===== src/rtl/bf_pkg.sv =====
package bf_pkg;

    localparam int NUM_PATHS = 3;
    localparam int DEF_DLY_W = 16;

    // Supervision flavour of a delayed path
    typedef enum logic [1:0] {
        SUP_AUX_CUR = 2'd0,   // contact closed and current present
        SUP_CUR     = 2'd1,   // current present only
        SUP_AUX_SVC = 2'd2    // contact closed and breaker in service
    } sup_kind_e;

    // Sampled plant conditions shared by all paths
    typedef struct packed {
        logic init;
        logic aux_closed;
        logic in_service;
        logic hiset;
        logic loset;
    } sense_t;

    function automatic sup_kind_e kind_of(input int idx);
        case (idx)
            0:       return SUP_AUX_CUR;
            1:       return SUP_CUR;
            default: return SUP_AUX_SVC;
        endcase
    endfunction

    function automatic logic path_cond(input sup_kind_e k, input sense_t s, input logic cur);
        case (k)
            SUP_AUX_CUR: return s.aux_closed & cur;
            SUP_CUR:     return cur;
            default:     return s.aux_closed & s.in_service;
        endcase
    endfunction

endpackage


===== src/rtl/bf_path.sv =====
module bf_path
    import bf_pkg::*;
#(
    parameter int        DLY_W = DEF_DLY_W,
    parameter sup_kind_e KIND  = SUP_AUX_CUR
) (
    input  logic             clk,
    input  logic             rst,
    input  sense_t           sense,
    input  logic             en,
    input  logic [DLY_W-1:0] dly,
    input  logic [DLY_W-1:0] open_time,
    output logic             op_o
);
    localparam logic [DLY_W-1:0] CNT_MAX = {DLY_W{1'b1}};
    localparam bit USES_CUR = (KIND != SUP_AUX_SVC);

    logic [DLY_W-1:0] elapsed;
    logic             run;
    logic             expired;
    logic             cur_seen;

    assign run     = sense.init & en;
    assign expired = run & (elapsed >= dly);

    always_ff @(posedge clk) begin
        if (rst || !run) begin
            elapsed <= '0;
        end else if (elapsed != CNT_MAX) begin
            elapsed <= elapsed + 1'b1;
        end
    end

    generate
        if (USES_CUR) begin : g_cur
            logic [DLY_W-1:0] since;
            always_ff @(posedge clk) begin
                if (rst || !expired) begin
                    since <= '0;
                end else if (since != CNT_MAX) begin
                    since <= since + 1'b1;
                end
            end
            assign cur_seen = (since < open_time) ? sense.hiset : sense.loset;
        end else begin : g_nocur
            assign cur_seen = 1'b0;
        end
    endgenerate

    always_ff @(posedge clk) begin
        if (rst || !run) begin
            op_o <= 1'b0;
        end else if (expired && path_cond(KIND, sense, cur_seen)) begin
            op_o <= 1'b1;
        end
    end

endmodule


===== src/rtl/bf_seal.sv =====
module bf_seal #(
    parameter int SEAL_W = 16
) (
    input  logic              clk,
    input  logic              rst,
    input  logic              any_op,
    input  logic [SEAL_W-1:0] seal_time,
    input  logic              clr,
    output logic              backup_o,
    output logic              target_o
);
    logic [SEAL_W-1:0] hold;

    always_ff @(posedge clk) begin
        if (rst) begin
            hold <= '0;
        end else if (any_op) begin
            hold <= seal_time;
        end else if (hold != '0) begin
            hold <= hold - 1'b1;
        end
    end

    always_ff @(posedge clk) begin
        if (rst || clr) begin
            target_o <= 1'b0;
        end else if (any_op) begin
            target_o <= 1'b1;
        end
    end

    assign backup_o = any_op | (hold != '0);

endmodule


===== src/rtl/bkr_fail_top.sv =====
module bkr_fail_top
    import bf_pkg::*;
#(
    parameter int DLY_W  = DEF_DLY_W,
    parameter int SEAL_W = 16
) (
    input  logic                 clk,
    input  logic                 rst,
    input  logic                 init_i,
    input  logic                 aux_closed_i,
    input  logic                 in_service_i,
    input  logic                 hiset_i,
    input  logic                 loset_i,
    input  logic [NUM_PATHS-1:0] path_en_i,
    input  logic [DLY_W-1:0]     dly_early_i,
    input  logic [DLY_W-1:0]     dly_main_i,
    input  logic [DLY_W-1:0]     dly_slow_i,
    input  logic [DLY_W-1:0]     open_time_i,
    input  logic [SEAL_W-1:0]    seal_time_i,
    input  logic                 target_clr_i,
    output logic                 retrip_o,
    output logic [NUM_PATHS-1:0] path_op_o,
    output logic                 backup_trip_o,
    output logic                 target_o
);
    sense_t           sense;
    logic [DLY_W-1:0] dly_arr [NUM_PATHS];

    assign sense = '{init:       init_i,
                     aux_closed: aux_closed_i,
                     in_service: in_service_i,
                     hiset:      hiset_i,
                     loset:      loset_i};

    assign dly_arr[0] = dly_early_i;
    assign dly_arr[1] = dly_main_i;
    assign dly_arr[2] = dly_slow_i;

    assign retrip_o = init_i;

    for (genvar p = 0; p < NUM_PATHS; p++) begin : g_path
        bf_path #(
            .DLY_W (DLY_W),
            .KIND  (kind_of(p))
        ) u_path (
            .clk       (clk),
            .rst       (rst),
            .sense     (sense),
            .en        (path_en_i[p]),
            .dly       (dly_arr[p]),
            .open_time (open_time_i),
            .op_o      (path_op_o[p])
        );
    end

    bf_seal #(.SEAL_W(SEAL_W)) u_seal (
        .clk       (clk),
        .rst       (rst),
        .any_op    (|path_op_o),
        .seal_time (seal_time_i),
        .clr       (target_clr_i),
        .backup_o  (backup_trip_o),
        .target_o  (target_o)
    );

endmodule


===== config.mk =====
export PLATFORM = sky130hd
export DESIGN_NAME = bkr_fail_top
export DESIGN_NICKNAME = d
export VERILOG_FILES = /design/src/rtl/bf_pkg.sv /design/src/rtl/bf_path.sv /design/src/rtl/bf_seal.sv /design/src/rtl/bkr_fail_top.sv
export SDC_FILE = /design/constraint.sdc
export NUM_CORES = 1
export LEC_CHECK = 0
export ABC_AREA = 1
export BUFFER_PORTS_ARGS = -buffer_cell sky130_fd_sc_hd__buf_2
export CORE_MARGIN = 10
export CORE_UTILIZATION = 25
export CTS_CLUSTER_SIZE = 30
export DETAILED_ROUTE_END_ITERATION = 8
export PLACE_DENSITY = 0.39
export SYNTH_ARGS = -nofsm -noshare
export SYNTH_HDL_FRONTEND = slang
export SYNTH_SLANG_ARGS = --single-unit

===== constraint.sdc =====
create_clock -name clk -period 2.15 [get_ports clk]
set_input_delay 0.215 -clock clk [delete_from_list [all_inputs] [get_ports clk]]
set_output_delay 0.215 -clock clk [all_outputs]
set_load 0.05 [all_outputs]

==> results of run 1 <==
-- critical path, cell delays in order, from the launching register on --
cell	delay, ps
dfxtp_1	340
ha_1	300
nand2_1	80
nor4_1	370
nand2_1	90
nand3_1	140
nand2_1	60
buf_4	210
nor3b_1	170
-- layer usage --
metal | global-route usage | wire length [um] | up-vias
met5 | 0 | 13 | -
met4 | 0.0332 | 240 | 2
met3 | 0.0198 | 596 | 17
met2 | 0.176 | 8550 | 68
met1 | 0.139 | 9420 | 2782
li1 | - | - | 3503
-- worst paths after layout --
check,startpoint,end,slack (ps),cells after the start
setup / recovery,g_path[1].u_path.elapsed[15],g_path[1].u_path.g_cur.since[14],310,8
hold reg to reg,u_seal.hold[9],u_seal.hold[9],490,2
hold / removal,target_clr_i,u_seal.target_o,110,4
setup reg to reg,g_path[1].u_path.elapsed[15],g_path[1].u_path.g_cur.since[14],310,8
-- flip-flops by register name, summed over array words and instances (netlist names) --
name	flops
g_path.u_path.elapsed	48
g_path.u_path.g_cur.since	32
g_path.u_path.op_o	3
u_seal.hold	16
u_seal.target_o	1
-- cell type report --
class / count / area share
well taps: 378 / 0.0567
flip-flops and latches: 100 / 0.240
inverters: 186 / 0.0838
multi-input cells: 720 / 0.507
repair buffers: 111 / 0.0727
clock buffers: 11 / 0.0291
clock inverters: 5 / 0.0102
-- cell families after synthesis --
logic type | count (synthesis)
xor+xnor | 50
simple gates | 430
flops | 100
fa+ha+maj | 85
compound gates | 155
buf+inv | 197
-- through the flow --
stage | cell area [sq um] | util | setup WS, ps | hold slack (ps) | instances
3_3_place_gp | 8010 | 0.289 | 326 | 476 | 1495
6_report | 8340 | 0.301 | 311 | 108 | 1511
2_1_floorplan | 6990 | - | 401 | 369 | 1017
3_5_place_dp | 8010 | 0.289 | 302 | 471 | 1495
4_1_cts | 8340 | 0.301 | 260 | 92.3 | 1511
5_1_grt | 8340 | 0.301 | 80.5 | 108 | 1511
-- power by group through the flow --
stage | logic, mW | registers, mW | clock network (mW)
6_report | 1.14 | 2.06 | 1.82
5_1_grt | 1.33 | 2.07 | 1.99
4_1_cts | 1.17 | 2.06 | 1.92
3_5_place_dp | 1.16 | 2.10 | 0
3_3_place_gp | 1.16 | 2.10 | 0
2_1_floorplan | 0.826 | 2.07 | 0
-- cell usage in the layout, fill, tap and decap left out, drive strengths merged, types with 19 or more instances in the layout --
master | synthesis | final
dfxtp | 100 | 100
xnor2 | 19 | 19
nand2 | 190 | 190
nor2 | 126 | 126
a21oi | 76 | 76
inv | 184 | 184
ha | 85 | 85
xor2 | 31 | 31
buf | 8 | 111
nor3 | 31 | 31
nand3 | 49 | 49
o21ai | 51 | 51
==> results.ini, run 1 <==
[clocking]
clk_latency_ps=350
clock_sinks=100
cts_resized=0
cts_inserted_buffers=9
hold_buffers=0
htree_levels=3
root_buffer=clkbuf_16
clockBufferDepth=2
path_clk_slew_ps=80
cts_tree=yes
post-cts-setup-buffers=0

[route]
route.detailed.drc=0
vias=6372
drtPass1Iterations=4
drt_iter0_drc=264
postRouteAntennaNets=0
vias_per_cell=4.22
wl_per_cell_um=12.5
routed_wl_mm=18.8

[timing]
hold_viol=0
period_minus_slack_ps=1840
fmax_mhz=544
relSlewSlack=0.705
tns_ps=0
setup_viol=0
rsz0062_at_grt=no
drv_slew=0
period_share=0.855
skew_ps=11.9
worst_pin_slew_ps=442

[global_routing]
grt_pass1_vias=6471
grt_overflow=0
grt_pass1_wl_mm=31.3
antenna_found_initial=1
grt_start_max_net_pins=17
grt_util_all_layers=0.107

[run]
maxCapViolCount=0

[synth]
synth_most_common_cell=nand2_1
synthCells=1017
synth_compound_area_frac=0.121
yosys.cell_types.count=43
ys_ff_latch=100
synth_xor_area_frac=0.0626
synthSimpleGateAreaFrac=0.269
yosysSeqAreaShare=0.286
ys_async_sr_fraction=0
yosys_warnings=0
syn_avg_cell_area_sq_um=6.87
synth_common_cells=186 x nand2_1, 183 x inv_1, 118 x nor2_1
synthAdderAreaFrac=0.152
synth-edff-count=0
synth_nets=1193
synth_area_leaders=dfxtp_1 29%, ha_1 15%, nand2_1 10%
synth_area_sq_um=6990
synth_ff_type=dfxtp_1
synth_top_area_frac=0.286
yosysTopAreaCell=dfxtp_1
synth_top_family_by_area=simple AND/OR/NAND/NOR gates
muxShareOfSynthArea=0

[setup_path]
end_kind=register
required_ps=2420
crit_type=reg2reg
crit_path_start_kind=register
cp_max_fo=16
critical_path_arrival_ps=2110

[layout]
antenna_cells=0
multi_input_area_sq_um=4230
drive_above_1_share=0.132
fin_nets=1304
regArea_sq_um=2000
num-fill-cells=3125
area_growth_pct=19.2

[power]
switchingPower_mw=1.52
clkPwrFrac=0.363
power_mw=5.02
switching_share=0.302
cellPowerDensity_nw_per_um2=602
intPower_mw=3.50
vdd_drop_max_uv=394
leakage_nw=4.19
p_seq_frac=0.410
p_comb_frac=0.227

[floorplan]
die_w_um=187
die_h_um=187
io_pins=97
core_area_sq_um=27700
rows=61
die-area_sq_um=35000
initial_core_util=0.252

[place]
io_buffer_count=96
place_congestion=0.761
hpwl_mm=15.5

[worst_hold_path]
hold_path.class=in2reg

[run_status]
status=finished clean

No activity file was read; power rests on OpenSTA's default activity.
==> inputs of run 2 (changes only) <==
--- a/config.mk
+++ b/config.mk
@@ -12,6 +12,7 @@
 export CTS_CLUSTER_SIZE = 30
 export DETAILED_ROUTE_END_ITERATION = 8
 export PLACE_DENSITY = 0.39
+export SETUP_SLACK_MARGIN = 0.4
 export SYNTH_ARGS = -nofsm -noshare
 export SYNTH_HDL_FRONTEND = slang
 export SYNTH_SLANG_ARGS = --single-unit
==> constraint.sdc (replaced) <==
create_clock -name clk -period 2.2 [get_ports clk]
set_input_delay 0.22 -clock clk [delete_from_list [all_inputs] [get_ports clk]]
set_output_delay 0.22 -clock clk [all_outputs]
set_load 0.05 [all_outputs]
==> run 2 against run 1 <==
Against the previous run: worst setup slack improved by 150 ps; sequential power is 2% lower; critical path depth increased by 1; global-route usage grew 0.12 points; power is 5.0% lower; via count increased by 0.99%; first-iteration DRC count is 11% lower; die area is the same; cell count increased by 0.53%; critical path type unchanged; highest routed layer unchanged.
==> results.ini, run 2 (synthesis gave the netlist of run 1 again) <==
[timing]
hold_ws_ps=128  ; +19.3 ps
period_minus_slack_ps=1730  ; -104 ps
setup_viol=0  ; unchanged
skew_ps=13.1  ; +1.13 ps
period_share=0.789  ; -0.0667
tns_ps=0  ; unchanged
hold_viol=0  ; unchanged
relSlewSlack=0.693  ; -0.0119
fmax_mhz=576  ; +6.0%
rsz0062_at_grt=yes
worst_pin_slew_ps=457  ; +15.9 ps
drv_slew=0  ; unchanged

[place]
place_congestion=0.739  ; -2.9%
hpwl_mm=15.4  ; -0.67%
io_buffer_count=96  ; unchanged

[setup_path]
crit_type=reg2reg
end_kind=register
cp_max_fo=4  ; -12
worst_path_most_repeated_cell=nand3_2
critical_path_arrival_ps=1980  ; -130 ps
cp_slowest_cell=dfxtp_4
crit_path_start_kind=register
required_ps=2450  ; +30 ps
crit_family=simple AND/OR/NAND/NOR gates
path_cells=ha_4 -> nand2_4 -> nor3b_4 -> nand3_2 -> nor2_2 -> nand3_2 -> buf_6 -> a21oi_4 -> nor3_2
path_buf_inv=1  ; unchanged
critPathMaxStageDelay_ps=380  ; about the same

[clocking]
clock_sinks=100  ; unchanged
cts_tree=yes
htree_levels=3  ; unchanged
cts_inserted_buffers=9  ; unchanged
path_clk_slew_ps=80  ; about the same
hold_buffers=0  ; unchanged
clk_latency_ps=360  ; about the same
clockBufferDepth=2  ; unchanged
root_buffer=clkbuf_16

[floorplan]
die_w_um=187  ; unchanged
die_h_um=187  ; unchanged
die-area_sq_um=35000  ; unchanged
core_area_sq_um=27700  ; unchanged
rows=61  ; unchanged
initial_core_util=0.252  ; unchanged
io_pins=97  ; unchanged

[global_routing]
grt_overflow=0  ; unchanged
grt_util_all_layers=0.108  ; +0.00124
grt_pass1_vias=6389  ; -1.3%
antenna_found_initial=1  ; unchanged
grt_pass1_wl_mm=31.6  ; +1.0%
grt_start_max_net_pins=17  ; unchanged

[layout]
largest_register_ffs=48  ; unchanged
mostFrequentLayoutCell=inv_1
antenna_cells=0  ; unchanged
area_growth_pct=25.1
fin_nets=1312  ; +0.61%
drive_above_1_share=0.199  ; +0.0666
regMostFlops=g_path.u_path.elapsed
reg_top3=g_path.u_path.elapsed x48, g_path.u_path.g_cur.since x32, u_seal.hold x16
final_cell_mix=182 x inv_1, 181 x nand2_1, 110 x nor2_1, 95 x buf_2, 78 x ha_1

[route]
drt_iter0_drc=235  ; -11%
routed_wl_mm=19.2  ; +2.1%
route.detailed.drc=0  ; unchanged
vias_per_cell=4.24  ; +0.46%
postRouteAntennaNets=0  ; unchanged
drtPass1Iterations=6  ; +2
wl_per_cell_um=12.7  ; +1.6%
vias=6435  ; +0.99%

[power]
cellPowerDensity_nw_per_um2=545  ; -9.4%
leakage_nw=4.35  ; +3.9%
vdd_drop_max_uv=357  ; -9.4%
power_mw=4.77  ; -5.0%

[worst_hold_path]
hold_path.class=in2reg

[run]
maxCapViolCount=0  ; unchanged

[run_status]
status=finished clean

## run 2: final cells by class
class                      instances  area [sq um]
clock inverter                     5          37.5
fill                            3035         19000
multi-input combinational        720          4520
inverter                         186           698
clock buffer                      11           243
timing repair buffer             119           717
sequential                       100          2060
tap                              378           473
## run 2: path summary, 6_finish.rpt
check | startpoint | endpoint | slack (ps) | cells after the start
setup / recovery | g_path[0].u_path.g_cur.since[1] | g_path[0].u_path.g_cur.since[2] | 470 | 9
hold / removal | target_clr_i | u_seal.target_o | 130 | 4
setup reg to reg | g_path[0].u_path.g_cur.since[1] | g_path[0].u_path.g_cur.since[2] | 470 | 9
hold reg to reg | g_path[1].u_path.elapsed[0] | g_path[1].u_path.elapsed[0] | 480 | 2
## run 2: what timing repair did
action,CTS,global route
pin swaps,1,20
gates resized for setup,14,90
buffers inserted,1,8
cloned,0,2
hold endpoints to repair,0,0
endpoints found under the setup margin,27,54
## run 2: worst register-to-register path, cell delays in order, from the launching register on
cell and delay [ps]:
dfxtp_4 380, ha_4 160, nand2_4 60, nor3b_4 260, nand3_2 170, nor2_2 170
nand3_2 120, buf_6 160, a21oi_4 110, nor3_2 40
## run 2: stage by stage
stage | worst slack (ps) | util | cells | instance area, sq um
after global placement | 337 | 0.288 | 1492 | 7970
after global routing | 349 | 0.316 | 1519 | 8740
final | 465 | 0.316 | 1519 | 8740
after floorplan | 451 | - | 1017 | 6990
after CTS | 386 | 0.300 | 1509 | 8310
after detailed placement | 332 | 0.288 | 1492 | 7970
## run 2: power by group
group | switching [mW] | internal (mW)
registers | 0.0973 | 1.91
logic | 0.686 | 0.510
clock network | 0.763 | 0.803
total | 1.55 | 3.22
## run 2: per-layer routing
layer  vias up  share of wire  track usage
li1       3535              -            -
met1      2812           0.50        0.141
met2        71           0.46        0.177
met3        15          0.033       0.0203
met4         2          0.012       0.0347
met5         -        0.00094            0
